## src/rtl/sir_pkg.sv

```systemverilog
// Package: shared types and defaults for the infrared SIR pulse encoder.
// Assumes nothing beyond IEEE 1800-2017 elaboration.
package sir_pkg;

    // Width rule chosen by the mode select bit.
    typedef enum logic {
        SIR_W_FRACTION = 1'b0,
        SIR_W_FIXED    = 1'b1
    } sir_width_e;

    // Default geometry of a bit cell and of the pulses.
    localparam int SIR_OVERSAMPLE  = 16;
    localparam int SIR_PULSE_START = 7;
    localparam int SIR_PULSE_TICKS = 3;
    localparam int SIR_LP_TICKS    = 3;

endpackage

```

## src/rtl/sir_cell_tracker.sv

```systemverilog
// Module: sir_cell_tracker
// Follows the position of the oversampling tick inside the current bit cell.
// The phase restarts at 0 whenever the serial level differs from the level
// seen at the previous tick, and it otherwise wraps every OVERSAMPLE ticks.
// Assumes the serial line changes only in the cycle after a tick.
module sir_cell_tracker #(
    parameter int OVERSAMPLE = 16,
    localparam int PH_W = (OVERSAMPLE > 2) ? $clog2(OVERSAMPLE) : 1
) (
    input  logic            clk,
    input  logic            rst_n,
    input  logic            tick_i,
    input  logic            nrz_i,
    output logic [PH_W-1:0] phase_q_o,
    output logic [PH_W-1:0] phase_nxt_o,
    output logic            cell_start_o
);

    localparam logic [PH_W-1:0] PH_LAST = PH_W'(OVERSAMPLE - 1);

    logic [PH_W-1:0] phase_q;
    logic [PH_W-1:0] phase_n;
    logic            level_q;

    // Work out the phase for the current tick and flag a cell opening.
    always_comb begin
        phase_n      = phase_q;
        cell_start_o = 1'b0;
        if (tick_i) begin
            if (nrz_i != level_q) begin
                phase_n = '0;
            end else if (phase_q == PH_LAST) begin
                phase_n = '0;
            end else begin
                phase_n = phase_q + 1'b1;
            end
            cell_start_o = (phase_n == '0);
        end
    end

    // Keep the phase and the level seen at the last tick.
    always_ff @(posedge clk) begin
        if (!rst_n) begin
            phase_q <= '0;
            level_q <= 1'b1;
        end else if (tick_i) begin
            phase_q <= phase_n;
            level_q <= nrz_i;
        end
    end

    assign phase_q_o   = phase_q;
    assign phase_nxt_o = phase_n;

endmodule

```

## src/rtl/sir_frac_pulse.sv

```systemverilog
// Module: sir_frac_pulse
// Makes the pulse whose width is a fraction of the bit cell. In a zero cell
// the pulse rises at tick START and falls at tick START+WIDTH, or at the next
// cell opening if that comes first.
// Assumes START+WIDTH < OVERSAMPLE and that phase_i is valid while tick_i is 1.
module sir_frac_pulse #(
    parameter int OVERSAMPLE = 16,
    parameter int START      = 7,
    parameter int WIDTH      = 3,
    localparam int PH_W = (OVERSAMPLE > 2) ? $clog2(OVERSAMPLE) : 1
) (
    input  logic            clk,
    input  logic            rst_n,
    input  logic            en_i,
    input  logic            tick_i,
    input  logic [PH_W-1:0] phase_i,
    input  logic            bit_i,
    output logic            pulse_o
);

    localparam logic [PH_W-1:0] PH_ON  = PH_W'(START);
    localparam logic [PH_W-1:0] PH_OFF = PH_W'(START + WIDTH);

    logic pulse_q;

    // Raise the pulse at the start tick of a zero cell and drop it at the end tick.
    always_ff @(posedge clk) begin
        if (!rst_n) begin
            pulse_q <= 1'b0;
        end else if (!en_i) begin
            pulse_q <= 1'b0;
        end else if (tick_i) begin
            if (phase_i == PH_ON) begin
                pulse_q <= ~bit_i;
            end else if ((phase_i == PH_OFF) || (phase_i == '0)) begin
                pulse_q <= 1'b0;
            end
        end
    end

    assign pulse_o = pulse_q;

endmodule

```

## src/rtl/sir_fixed_pulse.sv

```systemverilog
// Module: sir_fixed_pulse
// Makes the fixed-width pulse counted in reference ticks. A zero cell arms
// the generator at its opening. The next reference tick raises the pulse, and
// the pulse lasts LP_TICKS reference periods. A new cell opening ends the
// pulse early.
// Assumes cell_start_i is a single-cycle strobe.
module sir_fixed_pulse #(
    parameter int LP_TICKS = 3
) (
    input  logic clk,
    input  logic rst_n,
    input  logic en_i,
    input  logic cell_start_i,
    input  logic bit_i,
    input  logic lp_tick_i,
    output logic pulse_o
);

    localparam int            CNT_W    = (LP_TICKS > 2) ? $clog2(LP_TICKS) : 1;
    localparam logic [CNT_W-1:0] CNT_LAST = CNT_W'(LP_TICKS - 1);

    logic             armed_q;
    logic             pulse_q;
    logic [CNT_W-1:0] cnt_q;

    // Arm on a zero cell, fire on the next reference tick, count the width.
    always_ff @(posedge clk) begin
        if (!rst_n) begin
            armed_q <= 1'b0;
            pulse_q <= 1'b0;
            cnt_q   <= '0;
        end else if (!en_i) begin
            armed_q <= 1'b0;
            pulse_q <= 1'b0;
            cnt_q   <= '0;
        end else if (cell_start_i) begin
            armed_q <= ~bit_i;
            pulse_q <= 1'b0;
            cnt_q   <= '0;
        end else if (lp_tick_i) begin
            if (armed_q) begin
                armed_q <= 1'b0;
                pulse_q <= 1'b1;
                cnt_q   <= '0;
            end else if (pulse_q) begin
                if (cnt_q == CNT_LAST) begin
                    pulse_q <= 1'b0;
                    cnt_q   <= '0;
                end else begin
                    cnt_q <= cnt_q + 1'b1;
                end
            end
        end
    end

    assign pulse_o = pulse_q;

endmodule

```

## src/rtl/sir_encoder.sv

```systemverilog
// Module: sir_encoder (top)
// Infrared SIR transmit encoder. It tracks bit cells from the 16x tick, runs
// the fractional-width and fixed-width pulse generators side by side, and
// registers the selected pulse onto the infrared line. With infrared off, the
// serial line passes through to the wired pin and the infrared line stays low.
// Assumes the serial line changes only in the cycle after a 16x tick.
module sir_encoder #(
    parameter int OVERSAMPLE  = sir_pkg::SIR_OVERSAMPLE,
    parameter int PULSE_START = sir_pkg::SIR_PULSE_START,
    parameter int PULSE_TICKS = sir_pkg::SIR_PULSE_TICKS,
    parameter int LP_TICKS    = sir_pkg::SIR_LP_TICKS
) (
    input  logic clk,
    input  logic rst_n,
    input  logic nrz_i,
    input  logic tick16_i,
    input  logic lp_tick_i,
    input  logic sir_en_i,
    input  logic lp_sel_i,
    output logic txd_o,
    output logic ir_o
);

    localparam int PH_W = (OVERSAMPLE > 2) ? $clog2(OVERSAMPLE) : 1;

    sir_pkg::sir_width_e mode;
    logic [PH_W-1:0]     phase_cur;
    logic [PH_W-1:0]     phase_nxt;
    logic                cell_start;
    logic                nm_pulse;
    logic                lp_pulse;
    logic                ir_q;

    assign mode = sir_pkg::sir_width_e'(lp_sel_i);

    sir_cell_tracker #(
        .OVERSAMPLE (OVERSAMPLE)
    ) u_track (
        .clk          (clk),
        .rst_n        (rst_n),
        .tick_i       (tick16_i),
        .nrz_i        (nrz_i),
        .phase_q_o    (phase_cur),
        .phase_nxt_o  (phase_nxt),
        .cell_start_o (cell_start)
    );

    sir_frac_pulse #(
        .OVERSAMPLE (OVERSAMPLE),
        .START      (PULSE_START),
        .WIDTH      (PULSE_TICKS)
    ) u_frac (
        .clk     (clk),
        .rst_n   (rst_n),
        .en_i    (sir_en_i),
        .tick_i  (tick16_i),
        .phase_i (phase_nxt),
        .bit_i   (nrz_i),
        .pulse_o (nm_pulse)
    );

    sir_fixed_pulse #(
        .LP_TICKS (LP_TICKS)
    ) u_fixed (
        .clk          (clk),
        .rst_n        (rst_n),
        .en_i         (sir_en_i),
        .cell_start_i (cell_start),
        .bit_i        (nrz_i),
        .lp_tick_i    (lp_tick_i),
        .pulse_o      (lp_pulse)
    );

    // Register the selected pulse so the infrared line is free of glitches.
    always_ff @(posedge clk) begin
        if (!rst_n) begin
            ir_q <= 1'b0;
        end else begin
            ir_q <= sir_en_i & ((mode == sir_pkg::SIR_W_FIXED) ? lp_pulse : nm_pulse);
        end
    end

    // Wired pin: pass the serial line through when infrared is off, else idle.
    always_comb begin
        txd_o = sir_en_i ? 1'b1 : nrz_i;
    end

    assign ir_o = ir_q;

endmodule

```

## config.mk

```make
export PLATFORM = sky130hd
export DESIGN_NAME = sir_encoder
export DESIGN_NICKNAME = d
export VERILOG_FILES = /design/src/rtl/sir_pkg.sv /design/src/rtl/sir_cell_tracker.sv /design/src/rtl/sir_frac_pulse.sv /design/src/rtl/sir_fixed_pulse.sv /design/src/rtl/sir_encoder.sv
export SDC_FILE = /design/constraint.sdc
export NUM_CORES = 1
export LEC_CHECK = 0
export BUFFER_PORTS_ARGS = -buffer_cell sky130_fd_sc_hd__buf_4
export CAP_MARGIN = 30
export CORE_AREA = 4 4 53 55
export DETAILED_ROUTE_END_ITERATION = 12
export DIE_AREA = 0 0 57 59
export GPL_TIMING_DRIVEN = 0
export PLACE_DENSITY_LB_ADDON = 0.1
export SKIP_CTS_REPAIR_TIMING = 1
export SYNTH_ARGS = -nofsm -noshare
export SYNTH_HDL_FRONTEND = slang
export SYNTH_SLANG_ARGS = --single-unit
```

## constraint.sdc

```tcl
create_clock -name clk -period 3.4 [get_ports clk]
set_input_delay 0.51 -clock clk [delete_from_list [all_inputs] [get_ports clk]]
set_output_delay 0.51 -clock clk [all_outputs]
set_load 0.05 [all_outputs]
```

* After elaboration in Yosys (flattened, before gate mapping)
Cells that the tools add are included.
Storage, ports and cells: word-level logic and storage cells 45, output and inout bits 2, input port bits 7, bits in registers 11
Cells by class: bitwise gates (word level) 4, reductions and logical operators 10, equality and inequality tests 5, muxes and demuxes 17, $add $sub $neg 2
Operators by type and width (count):
- 2-to-1 mux 4 bit | 4
- 2-to-1 mux 1 bit | 10
- equality test 4 bit (second input constant) | 2
- zero test 4 bit | 2
- 2-to-1 mux 2 bit | 3
- AND reduction 2 bit | 3
- nonzero test 2 bit | 3
- adder 4 x 1 -> 4 bit (second input constant) | 1
- equality test 4 x 3 -> 1 bit (second input constant) | 1
- inverter 1 bit | 3
- OR reduction 3 bit | 1
- adder 2 x 1 -> 2 bit (second input constant) | 1
- equality test 2 bit (second input constant) | 1
- AND 1 bit | 1
- logical OR 1 bit | 1
- inequality test 1 bit | 1

* Logic depth before layout (Yosys ltp)
Gate-level depths: netlist (run 1).
depth after elaboration 9, gate-level depth with buffers 7, depth with buffers taken out 6

* Modules after synthesis
Synthesis (run 1) repeated with hierarchy kept, for this count alone.
Second synthesis, totals: cell total of the unflattened synthesis 74, area total of the unflattened synthesis 629.4 µm²
By module, submodules not included:
- sir_cell_tracker | sequential area each 100.1 µm², area an instance 326.6 µm², times used 1, cells an instance 37
- sir_fixed_pulse | sequential area each 80.1 µm², area an instance 183.9 µm², times used 1, cells an instance 23
- sir_frac_pulse | sequential area each 20.0 µm², area an instance 75.1 µm², times used 1, cells an instance 9
- sir_encoder | sequential area each 20.0 µm², area an instance 43.8 µm², times used 1, cells an instance 5

* Least setup slack after synthesis (run 1)
No wires, ideal clock.
kind input port to flip-flop, start point in nrz_i, end point reg u_frac.pulse_q (netlist: u_frac.pulse_o), library setup time 0.135 ns, path buffers 1, path slack 1.764 ns, stages on the path 6, data arrival time 1.501 ns, required time 3.265 ns, path through buf_6 > xnor2_2 > a41oi_2 > nor3b_2 > a211oi_2 > o221ai_1
On the way: cells in the longest elaborated chain, start to end 8, elaborated cells on any way between the ends 12, those cells by class 3 x eq/ne; 4 x mux; 1 x bitwise; 4 x reduce/logical
Ends and longest elaborated chain:
- from (decl) | line sir_encoder.sv:15 | input logic nrz_i,
- inequality test 1 bit | line sir_cell_tracker.sv:30 | if (nrz_i != level_q) begin
- 2-to-1 mux 4 bit | line sir_cell_tracker.sv:30
- 2-to-1 mux 4 bit (2 in a row) | line sir_cell_tracker.sv:29 | if (tick_i) begin
- equality test 4 bit or zero test 4 bit (tied branches) | line sir_frac_pulse.sv:35 | end else if ((phase_i == PH_OFF) || (phase_i == '0)) begin
- logical OR 1 bit | line sir_frac_pulse.sv:35
- nonzero test 2 bit (no line)
- AND reduction 2 bit (no line)
- to (signal assigned) | line sir_frac_pulse.sv:34 | pulse_q <= ~bit_i;
- to (decl) | line sir_frac_pulse.sv:24 | logic pulse_q;
Several ways; a longest one is shown, not always the timed one. The select of a mux whose other input is x is not followed. A chain may end at the register's enable or synchronous reset.

* Worst setup path in the final report (run 1)
start point reg u_track.phase_q[0] (netlist: u_track.phase_q_o[0]), end point reg u_frac.pulse_q (netlist: u_frac.pulse_o)
On the way: cells in the longest elaborated chain, start to end 9, elaborated cells on any way between the ends 13, those cells by class 1 x add/sub; 3 x eq/ne; 5 x mux; 4 x reduce/logical
Ends and longest elaborated chain:
- from (decl) | line sir_cell_tracker.sv:21 | logic [PH_W-1:0] phase_q;
- from (signal assigned) | line sir_cell_tracker.sv:47 | phase_q <= phase_n;
- adder 4 x 1 -> 4 bit or equality test 4 bit (tied branches) | line sir_cell_tracker.sv:35, sir_cell_tracker.sv:32
- 2-to-1 mux 4 bit | line sir_cell_tracker.sv:32 | end else if (phase_q == PH_LAST) begin
- 2-to-1 mux 4 bit | line sir_cell_tracker.sv:30
- 2-to-1 mux 4 bit | line sir_cell_tracker.sv:29
- 2-to-1 mux 4 bit (*) | line sir_cell_tracker.sv:29
- equality test 4 bit or zero test 4 bit (tied branches) | line sir_frac_pulse.sv:35
- logical OR 1 bit | line sir_frac_pulse.sv:35
- nonzero test 2 bit (no line)
- AND reduction 2 bit (no line)
Every way passes the cells marked *; elsewhere a longest branch is shown, timed or not. The select of a mux whose other input is x is not followed.

==> results.md, run 1 <==
- WS Path Type: reg -> reg
- Worst endpoint required time: between 3 and 4 ns
- DR DRC count: 0
- DR iter-0 viols: 17
- DPL Wire Length: between 1000 and 1500 um
- Post-synthesis instance total: 95
- Starting Density: 0.329
- Initial DRT Pass Iterations: 4
- Die Ht: ~59 um
- Top Usage Layer GRT: met2
- Syn Nets: 103
- Top post-synthesis cells by area: dfxtp_1 28%, a21oi_1 6.4%, nand2_1 4.3%
- Share of layout cells above drive strength 1: 0.229
- Ys Warns: 0
- Final GP Congestion: 0.792
- Post-synth cell types: 41
- Dpl ws: around 1.6 ns
- Pwr dens: 304 nW/um^2
- Finish-stage setup viols: 0
- Crit path cell chain: ha_1 -> buf_2 -> xor2_1 -> a41oi_2 -> nor3b_2 -> a211oi_2 -> o221ai_1
- Largest net degree at the start of global routing: 11
- Status: finished, final reports clean
- Reg power frac: 0.497
- Internal Power: around 200 uW
- Max Buffers Root-to-Sink: 2
- First-pass GRT wire length: between 2000 and 3000 um
- R2r setup slk: approximately 1.5 ns
- CP endpoint kind: flop
- Synthesis-to-finish area growth: 14.0%
- Register-to-Register Path Depth: 7
- Worst-path maximum fanout: 8
- Sw frac: 0.282
- CP Launch Type: flop
- Top cell type's share of synthesized area: 0.280
- Synthesized area: just under 800 sq um
- Met1 Use GR: 0.145
- Combinational power share: 0.179
- Worst Hold Class: in -> reg
- Hold Crit Depth: 2
- Die X: 57 um
- Crit Reg-Reg Startpoint: u_track.phase_q_o[0]$_SDFFE_PN0P_
- Global route total overflow: 0
- Final ANT Viol Nets: 0
- LEAKAGE: 0.000325 uW
- Vias in the first global route: 653
- Root buf cell: clkbuf_4
- Total GRT Usage: 0.112
- Slew HR: 0.746
- Maximum VDD drop: 0.253 mV
- Skew final: between 0.008 and 0.009 ns
- IO Port Bufs: 6
- H-Tree Depth: 1
- Global Route met3 Usage: 0.0479
- Hold Fails Final Rpt: 0
- Antenna violations before repair: 0
- CTS Buf Count: 3
- Crit path DAT: between 1.5 and 2 ns
- Yosys reg bits: 11
- Slew Limit Fails: 0
- Floorplan core area: 2390 sq um
- Clock share of power: 0.325
- CP max stage delay: 0.45 ns
- Max Cap Viol: 0
- Launch point of the worst hold path: rst_n
- Layout net count: approximately 110
- Fill cells: ~280
- Mean area per synthesized cell: between 8 and 9 sq um
- CP max stage cell: dfxtp_1
- Sequential area share after synthesis: 0.280
- Met2 Usage GRT: 0.173
- Routed wire length: between 1500 and 2000 um
- Worst-path clk slew: 0.08 ns
- Clk Latency, worst-skew pair: roughly 0.27 ns
- TritonCTS clock tree: yes
- Final setup margin: 1.55 ns
- Area leader, netlist: dfxtp_1
- # IOs: 9
- Tcrit/Tclk final: 0.545
- Final setup TNS: 0 ns
- Via count: between 700 and 800
- Diode count: 0
- Vias per cell: 5.21
- Avg WL per Cell: 12.4 um
- Die footprint: approximately 3400 sq um
- Clock sink total: 11
- R2r endpoint: u_frac.pulse_o$_SDFFE_PN0P_
- RSZ-0062 raised after global routing: false
- Clock period minus worst slack: between 1.5 and 2 ns
- Max Freq: 0.540 GHz
- Sw power: a little under 80 uW
- Hold EP: u_track.level_q$_SDFFE_PN1P_
- Worst Tran Pin Value: 0.379 ns
- Std cell rows: 18
==> worst max path at each step <==
stage | from | end
6_report | u_track.phase_q_o[0]$_SDFFE_PN0P_ | u_frac.pulse_o$_SDFFE_PN0P_
5_1_grt | u_track.phase_q_o[0]$_SDFFE_PN0P_ | u_frac.pulse_o$_SDFFE_PN0P_
4_1_cts | u_track.phase_q_o[0]$_SDFFE_PN0P_ | u_frac.pulse_o$_SDFFE_PN0P_
3_5_place_dp | u_track.phase_q_o[0]$_SDFFE_PN0P_ | u_frac.pulse_o$_SDFFE_PN0P_
3_3_place_gp | u_track.phase_q_o[0]$_SDFFE_PN0P_ | u_frac.pulse_o$_SDFFE_PN0P_
2_1_floorplan | nrz_i | u_frac.pulse_o$_SDFFE_PN0P_
==> sequential cells by signal, indices dropped and copies added (netlist names) <==
register,count
u_fixed.armed_q,1
u_track.level_q,1
u_frac.pulse_o,1
u_track.phase_q_o,4
u_fixed.cnt_q,2
ir_o,1
u_fixed.pulse_o,1
==> layer usage <==
metal | vias up | wire length (um)
met5 | - | 0
met4 | 0 | 14
met3 | 2 | 78
met2 | 11 | 797
met1 | 329 | 789
li1 | 362 | -
==> layout by cell type (no fill, tap or decap), types with 2 or more instances in the layout <==
master	instances
o221ai_1	2
nand2_1	9
nor3_1	5
xor2_1	2
dfxtp_1	11
nor2_1	3
nor2b_1	3
buf_4	6
nand3_1	4
o21ai_0	3
inv_1	5
and2b_2	2
clkbuf_4	3
buf_6	3
a21oi_1	10
nand2b_1	5
mux2i_1	2
==> worst max-delay path, delay by kind of cell, from the launching register on <==
family / cells / cell delay, ns
compound gates: 3 / 0.50
xor+xnor: 1 / 0.24
fa+ha+maj: 1 / 0.18
buf+inv: 1 / 0.17
flops: 1 / 0.45
simple gates: 1 / 0.19
==> metrics by stage <==
stage / utilization / power, uW / instance area, sq um / hold WS (ns) / std cells
floorplan: - / 173 / 786 / 0.460 / 95
global placement: 0.364 / 187 / 868 / 0.497 / 131
detailed placement: 0.364 / 187 / 868 / 0.487 / 131
CTS: 0.375 / 279 / 896 / 0.465 / 135
global route: 0.375 / 292 / 896 / 0.478 / 135
finish: 0.375 / 273 / 896 / 0.475 / 135
==> cells in the mapped netlist <==
cell	instances
a311oi_1	1
and3_2	1
o22ai_1	1
or2_1	1
nand3_1	4
o221ai_1	2
o211ai_1	1
a22oi_1	1
dfxtp_1	11
nand2_1	9
a41oi_2	1
nor2b_1	3
inv_1	5
clkbuf_8	1
nand4bb_1	1
o21a_1	1
and2_1	1
ha_1	1
and2b_2	2
nand4_1	1
a31oi_2	1
a31oi_1	1
nand4b_1	1
nor2_1	3
xnor2_2	1
nand2b_1	5
a21boi_1	1
nor3_1	5
o21ai_0	3
buf_6	3
nor3b_2	1
xor2_1	2
or3_2	1
a211oi_2	1
a211oi_1	1
and3b_1	1
mux2i_1	2
o21ai_1	1
a21o_1	1
buf_2	1
a21oi_1	10
==> cell type report <==
type / count / area [sq um] / area share
clock inverters: 1 / 5.00 / 0.00559
multi-input cells: 74 / 494 / 0.552
clock buffers: 3 / 22.5 / 0.0251
repair buffers: 6 / 45.0 / 0.0503
flip-flops and latches: 11 / 220 / 0.246
inverters: 5 / 18.8 / 0.0209
well taps: 30 / 37.5 / 0.0419
plain buffers: 5 / 52.6 / 0.0587
==> power groups by stage <==
stage,combinational [uW],clock (uW),sequential [uW]
after CTS,49.0,94.3,135
final,48.7,88.6,135
after detailed placement,48.6,0,138
after global routing,54.2,102,136
after floorplan,35.4,0,137
after global placement,48.3,0,138
==> cell families after synthesis <==
kind of cell	Yosys count	share of synthesized area
AND/OR/NAND/NOR	40	0.296
AO/OA/AOI/OAI	28	0.248
flip-flops	11	0.280
buffers and inverters	10	0.0908
XOR/XNOR	3	0.0430
multiplexers	2	0.0255
adder cells (fa/ha/maj)	1	0.0159
Note: power is estimated with default switching activity, not from simulation.
==> inputs of run 2 (changes only) <==
==> constraint.sdc (replaced) <==
create_clock -name clk -period 1.8 [get_ports clk]
set_input_delay 0.27 -clock clk [delete_from_list [all_inputs] [get_ports clk]]
set_output_delay 0.27 -clock clk [all_outputs]
set_load 0.05 [all_outputs]
==> run 2 against run 1 <==
  * Sequential power rose by 89%
  * Worst hold slack got worse by 0.24 ns
  * Largest cell class unchanged
  * Non-clock buffer count did not move
  * Combinational power rose by 90%
  * Clock-buffer cell count did not move
==> results.md, run 2 (synthesis results as in run 1) <==
- Status: finished, final reports clean
- Max Cap Viol: 0 (unchanged)
- Hold Fails Final Rpt: 0 (unchanged)
- CTS Buf Count: 3 (unchanged)
- Commonest non-fill, non-tap cell in the layout: a21oi_1
- Pwr dens: 564 nW/um^2 (+85%)
- Clk Latency, worst-skew pair: 0.27 ns (about the same)
- DR iter-0 viols: 26 (+9)
- Hold EP: u_track.level_q$_SDFFE_PN1P_
- Worst endpoint required time: 1.93 ns (-1.60 ns)
- Antenna violations before repair: 0 (unchanged)
- Diode count: 0 (unchanged)
- CP max stage delay: 0.37 ns (-0.08 ns)
- Worst Tran Pin Value: 0.391 ns (+0.0124 ns)
- Max Freq: 0.600 GHz (+11%)
- WS Path Type: reg -> reg
- Cell area after layout: 913 sq um (+2.0%)
- Std cell rows: 18 (unchanged)
- Worst-path maximum fanout: 8 (unchanged)
- Crit Reg-Reg Startpoint: u_track.phase_q_o[0]$_SDFFE_PN0P_
- Slew Limit Fails: 0 (unchanged)
- Final setup margin: 0.133 ns (-1.42 ns)
- Die footprint: 3360 sq um (unchanged)
- Largest net degree at the start of global routing: 11 (unchanged)
- CP endpoint kind: flop
- IO Port Bufs: 6 (unchanged)
- Cell family with most CP delay: compound AO/OA/AOI/OAI gates
- Die X: 57 um (unchanged)
- LEAKAGE: 0.000325 uW (about the same)
- Met1 wire length: 806 um (+2.2%)
- Crit path cell chain: ha_1 -> clkbuf_4 -> xor2_2 -> a41oi_2 -> nor3b_2 -> a211oi_2 -> o221ai_1
- Commonest non-fill, non-tap cells in the layout: 10 x a21oi_1, 9 x nand2_1, 9 x dfxtp_1
- DPL Wire Length: 1230 um (unchanged)
- Tcrit/Tclk final: 0.926 (+0.382)
- Hold Crit Depth: 2 (unchanged)
- Register-to-Register Path Depth: 7 (unchanged)
- Crit path DAT: 1.80 ns (-0.18 ns)
- Synthesis-to-finish area growth: 16.2%
- Maximum VDD drop: 0.480 mV (+89%)
- Uppermost layer routed: met4
- Max Buffers Root-to-Sink: 2 (unchanged)
- TritonCTS clock tree: yes
- Launch point of the worst hold path: rst_n
- DP Area: 868 sq um (unchanged)
- Clock period minus worst slack: 1.67 ns (-0.185 ns)
- Slew HR: 0.738 (-0.00828)
- Vias in the first global route: 653 (unchanged)
- Vias per cell: 5.28 (+1.3%)
- Via count: 713 (+1.3%)
- Share of layout cells above drive strength 1: 0.257 (+0.0286)
- Dpl ws: -0.0199 ns (-1.60 ns)
- Worst Hold Class: in -> reg
- Worst-path clk slew: 0.08 ns (about the same)
- CP Launch Type: flop
- Crit path depth: 7 (unchanged)
- Skew final: 0.00810 ns (-0.000793 ns)
- Final Core Density: 0.383 (+0.00734)
- Final ANT Viol Nets: 0 (unchanged)
- Avg WL per Cell: 12.5 um (+0.89%)
- DR DRC count: 0 (unchanged)
- # IOs: 9 (unchanged)
- Initial DRT Pass Iterations: 4 (unchanged)
- Met2 routed WL: 805 um (+1.0%)
- Floorplan core area: 2390 sq um (unchanged)
- Starting Density: 0.329 (unchanged)
- R2r endpoint: u_frac.pulse_o$_SDFFE_PN0P_
- Met3 WL: 68 um (-13%)
- Layout net count: 114 (unchanged)
- Global route total overflow: 0 (unchanged)
- R2r setup slk: 0.13 ns (-1.42 ns)
- CP Buf/Inv Count: 1 (unchanged)
- Root buf cell: clkbuf_4
- Number of flip-flops in the largest register: 4 (unchanged)
- Routed wire length: 1690 um (+0.89%)
- Clock sink total: 11 (unchanged)
- RSZ-0062 raised after global routing: false
- First-pass GRT wire length: 2950 um (unchanged)
- Total GRT Usage: 0.112 (unchanged)
- Finish-stage setup viols: 0 (unchanged)
- Die Ht: 59 um (unchanged)
- H-Tree Depth: 1 (unchanged)
- Final GP Congestion: 0.792 (unchanged)
- CP max stage cell: dfxtp_4
-- run 2: cell count changes in the layout (fill, tap and decap cells not counted) --
cell | before | now
xor2_1 | 2 | 1
clkbuf_4 | 3 | 4
buf_2 | 1 | 0
dfxtp_4 | 0 | 2
dfxtp_1 | 11 | 9
xor2_2 | 0 | 1
-- run 2: how the worst max path moves through the flow --
| stage | from | slack (ns) | endpoint |
|---|---|---|---|
| finish | u_track.phase_q_o[0]$_SDFFE_PN0P_ | 0.13 | u_frac.pulse_o$_SDFFE_PN0P_ |
| global route | u_track.phase_q_o[0]$_SDFFE_PN0P_ | 0.03 | u_frac.pulse_o$_SDFFE_PN0P_ |
| CTS | u_track.phase_q_o[0]$_SDFFE_PN0P_ | -0.04 | u_frac.pulse_o$_SDFFE_PN0P_ |
| detailed placement | u_track.phase_q_o[0]$_SDFFE_PN0P_ | -0.02 | u_frac.pulse_o$_SDFFE_PN0P_ |
| global placement | u_track.phase_q_o[0]$_SDFFE_PN0P_ | -0.03 | u_frac.pulse_o$_SDFFE_PN0P_ |
| floorplan | u_track.phase_q_o[0]$_SDFFE_PN0P_ | 0.17 | u_frac.pulse_o$_SDFFE_PN0P_ |
-- run 2: power by group --
| group | switching, uW | leakage [uW] | internal [uW] |
|---|---|---|---|
| clock network | 85.9 | 0.0000177 | 82.2 |
| logic | 52.6 | 0.000217 | 40.1 |
| registers | 7.94 | 0.0000906 | 247 |
| total | 146 | 0.000325 | 369 |
-- run 2: layer usage --
metal / global-route usage / up-vias
li1: - / 362
met1: 0.145 / 342
met2: 0.173 / 7
met3: 0.0479 / 2
met4: 0.0298 / 0
met5: 0 / -
-- run 2: area by class of cell --
type | count | area [sq um]
tap | 30 | 37.5
multi-input combinational | 74 | 502
inverter | 5 | 18.8
timing repair buffer | 6 | 45.0
buffer | 5 | 55.1
sequential | 11 | 228
clock buffer | 3 | 22.5
clock inverter | 1 | 5.00
fill | 279 | 1470
-- run 2: stage by stage --
stage               hold WS [ns]  TNS (ns)  std cells  total power, uW
global placement           0.497   -0.0250        131              353
finish                     0.237         0        135              515
CTS                        0.225   -0.0356        135              526
detailed placement         0.487   -0.0199        131              353
global route               0.238         0        135              550
floorplan                  0.350         0         95              326
==> inputs of run 3 (changes only) <==
==> constraint.sdc (replaced) <==
create_clock -name clk -period 1.9 [get_ports clk]
set_input_delay 0.285 -clock clk [delete_from_list [all_inputs] [get_ports clk]]
set_output_delay 0.285 -clock clk [all_outputs]
set_load 0.05 [all_outputs]
==> run 3 against run 2 <==
  * Final area shrank 1.6%
  * Worst setup slack lost 0.0095 ns
  * Utilization shrank 0.63 points
  * Die area is the same
  * Cell count is the same
  * Critical path depth is the same
  * Power shrank 4.9%
==> results.md, run 3 (synthesis results as in run 1) <==
- Status: finished, final reports clean
- Worst-path maximum fanout: 8 (unchanged)
- Starting Density: 0.329 (unchanged)
- Worst Hold Class: in -> reg
- LEAKAGE: 0.000326 uW (+0.19%)
- Die X: 57 um (unchanged)
- DPL Wire Length: 1230 um (unchanged)
- Fill cells: 281 (+0.72%)
- Finish-stage setup viols: 0 (unchanged)
- Internal Power: 351 uW (-4.8%)
- DR iter-0 viols: 22 (-15%)
- Max Buffers Root-to-Sink: 2 (unchanged)
- Worst-path clk slew: 0.08 ns (about the same)
- Skew final: 0.00782 ns (-0.000276 ns)
- Final setup TNS: 0 ns (unchanged)
- Initial DRT Pass Iterations: 4 (unchanged)
- Global route total overflow: 0 (unchanged)
- Diode count: 0 (unchanged)
- RSZ-0062 raised after global routing: false
- Synthesis-to-finish area growth: 14.3%
- IO Port Bufs: 6 (unchanged)
- CP Buf/Inv Count: 1 (unchanged)
- Crit path DAT: 1.91 ns (+0.11 ns)
- # IOs: 9 (unchanged)
- Clock sink total: 11 (unchanged)
- Pwr dens: 545 nW/um^2 (-3.3%)
- DR DRC count: 0 (unchanged)
- Maximum VDD drop: 0.455 mV (-5.2%)
- CP Launch Type: flop
- Final GP Congestion: 0.792 (unchanged)
- First-pass GRT wire length: 2950 um (unchanged)
- Antenna violations before repair: 0 (unchanged)
- Max Freq: 0.563 GHz (-6.2%)
- Slew Limit Fails: 0 (unchanged)
- TritonCTS clock tree: yes
- Std cell rows: 18 (unchanged)
- Footprint of the multi-input gates: 494 sq um (-1.5%)
- Max Cap Viol: 0 (unchanged)
- Seq. cell area: 223 sq um (-2.2%)
- WS Path Type: reg -> reg
- Crit path cell chain: ha_1 -> buf_2 -> xor2_1 -> a41oi_2 -> nor3b_2 -> a211oi_2 -> o221ai_1
- Number of flip-flops in the largest register: 4 (unchanged)
- Vias per cell: 5.29 (+0.14%)
- Die footprint: 3360 sq um (unchanged)
- Routed wire length: 1700 um (+0.18%)
- Share of layout cells above drive strength 1: 0.248 (-0.00952)
- Slew HR: 0.744 (+0.00570)
- CTS Buf Count: 3 (unchanged)
- Layout net count: 114 (unchanged)
- Clk Latency, worst-skew pair: 0.27 ns (about the same)
- H-Tree Depth: 1 (unchanged)
- Combinational power share: 0.179 (about the same)
- Hold Fails Final Rpt: 0 (unchanged)
- Worst Tran Pin Value: 0.382 ns (-0.00851 ns)
- Largest net degree at the start of global routing: 11 (unchanged)
- Clock share of power: 0.326 (about the same)
- Non-Filler Instances: 135 (unchanged)
- Vias in the first global route: 653 (unchanged)
- Die Ht: 59 um (unchanged)
- CP max stage cell: dfxtp_2
- Floorplan core area: 2390 sq um (unchanged)
- Worst endpoint required time: 2.03 ns (+0.10 ns)
- Reg power frac: 0.496 (+0.002)
- Commonest non-fill, non-tap cells in the layout: 10 x a21oi_1, 9 x nand2_1, 9 x dfxtp_1
- Total GRT Usage: 0.112 (unchanged)
- Tcrit/Tclk final: 0.935 (+0.00887)
- Root buf cell: clkbuf_4
- Commonest non-fill, non-tap cell in the layout: a21oi_1
- CP endpoint kind: flop
- Sw power: 139 uW (-5.1%)
- Final ANT Viol Nets: 0 (unchanged)
- Cell family with most CP delay: compound AO/OA/AOI/OAI gates
- Clock period minus worst slack: 1.78 ns (+0.109 ns)
- Placed Cells: 131 (unchanged)
- Via count: 714 (+0.14%)
- CP max stage delay: 0.39 ns (+0.02 ns)
- Sw frac: 0.283 (-0.000618)
- Avg WL per Cell: 12.6 um (+0.18%)
run 3: cell count changes in the layout (fill, tap and decap cells not counted), sizes merged:
cell	before	now
clkbuf	5	4
buf	9	10
run 3: final cells by class:
| type | count | area share |
|---|---|---|
| Timing Repair Buffer | 6 | 0.0501 |
| Sequential cell | 11 | 0.248 |
| Buffer | 5 | 0.0585 |
| Multi-Input combinational cell | 74 | 0.550 |
| Clock buffer | 3 | 0.0251 |
| Tap cell | 30 | 0.0418 |
| Inverter | 5 | 0.0209 |
| Clock inverter | 1 | 0.00557 |
run 3: power groups by stage:
| stage | Clock (uW) | Combinational (uW) | Sequential [uW] |
|---|---|---|---|
| final | 160 | 87.5 | 243 |
| after global routing | 182 | 97.1 | 244 |
| after CTS | 169 | 87.7 | 242 |
| after detailed placement | 0 | 86.9 | 248 |
| after global placement | 0 | 86.4 | 248 |
| after floorplan | 0 | 63.4 | 246 |
run 3: worst paths after layout:
check | start | end | slack (ns) | cells past startpoint
setup / recovery | u_track.phase_q_o[0]$_SDFFE_PN0P_ | u_frac.pulse_o$_SDFFE_PN0P_ | 0.12 | 7
hold reg to reg | u_frac.pulse_o$_SDFFE_PN0P_ | ir_o$_SDFF_PN0_ | 0.51 | 2
hold / removal | rst_n | u_track.level_q$_SDFFE_PN1P_ | 0.25 | 2
setup reg to reg | u_track.phase_q_o[0]$_SDFFE_PN0P_ | u_frac.pulse_o$_SDFFE_PN0P_ | 0.12 | 7
run 3: routing by layer:
layer,GRT usage,wire [um]
met2,0.173,814
met4,0.0298,14
met5,0,0
met1,0.145,800
met3,0.0479,68
run 3: per-stage QoR:
stage               hold WS, ns  power [uW]  setup WS [ns]  utilization  cell area [sq um]
finish                    0.252         490          0.123        0.376                898
global route              0.253         523        0.00118        0.376                898
CTS                       0.240         499         0.0644        0.375                896
detailed placement        0.487         334         0.0801        0.364                868
global placement          0.497         334         0.0750        0.364                868
floorplan                 0.365         309          0.267            -                786
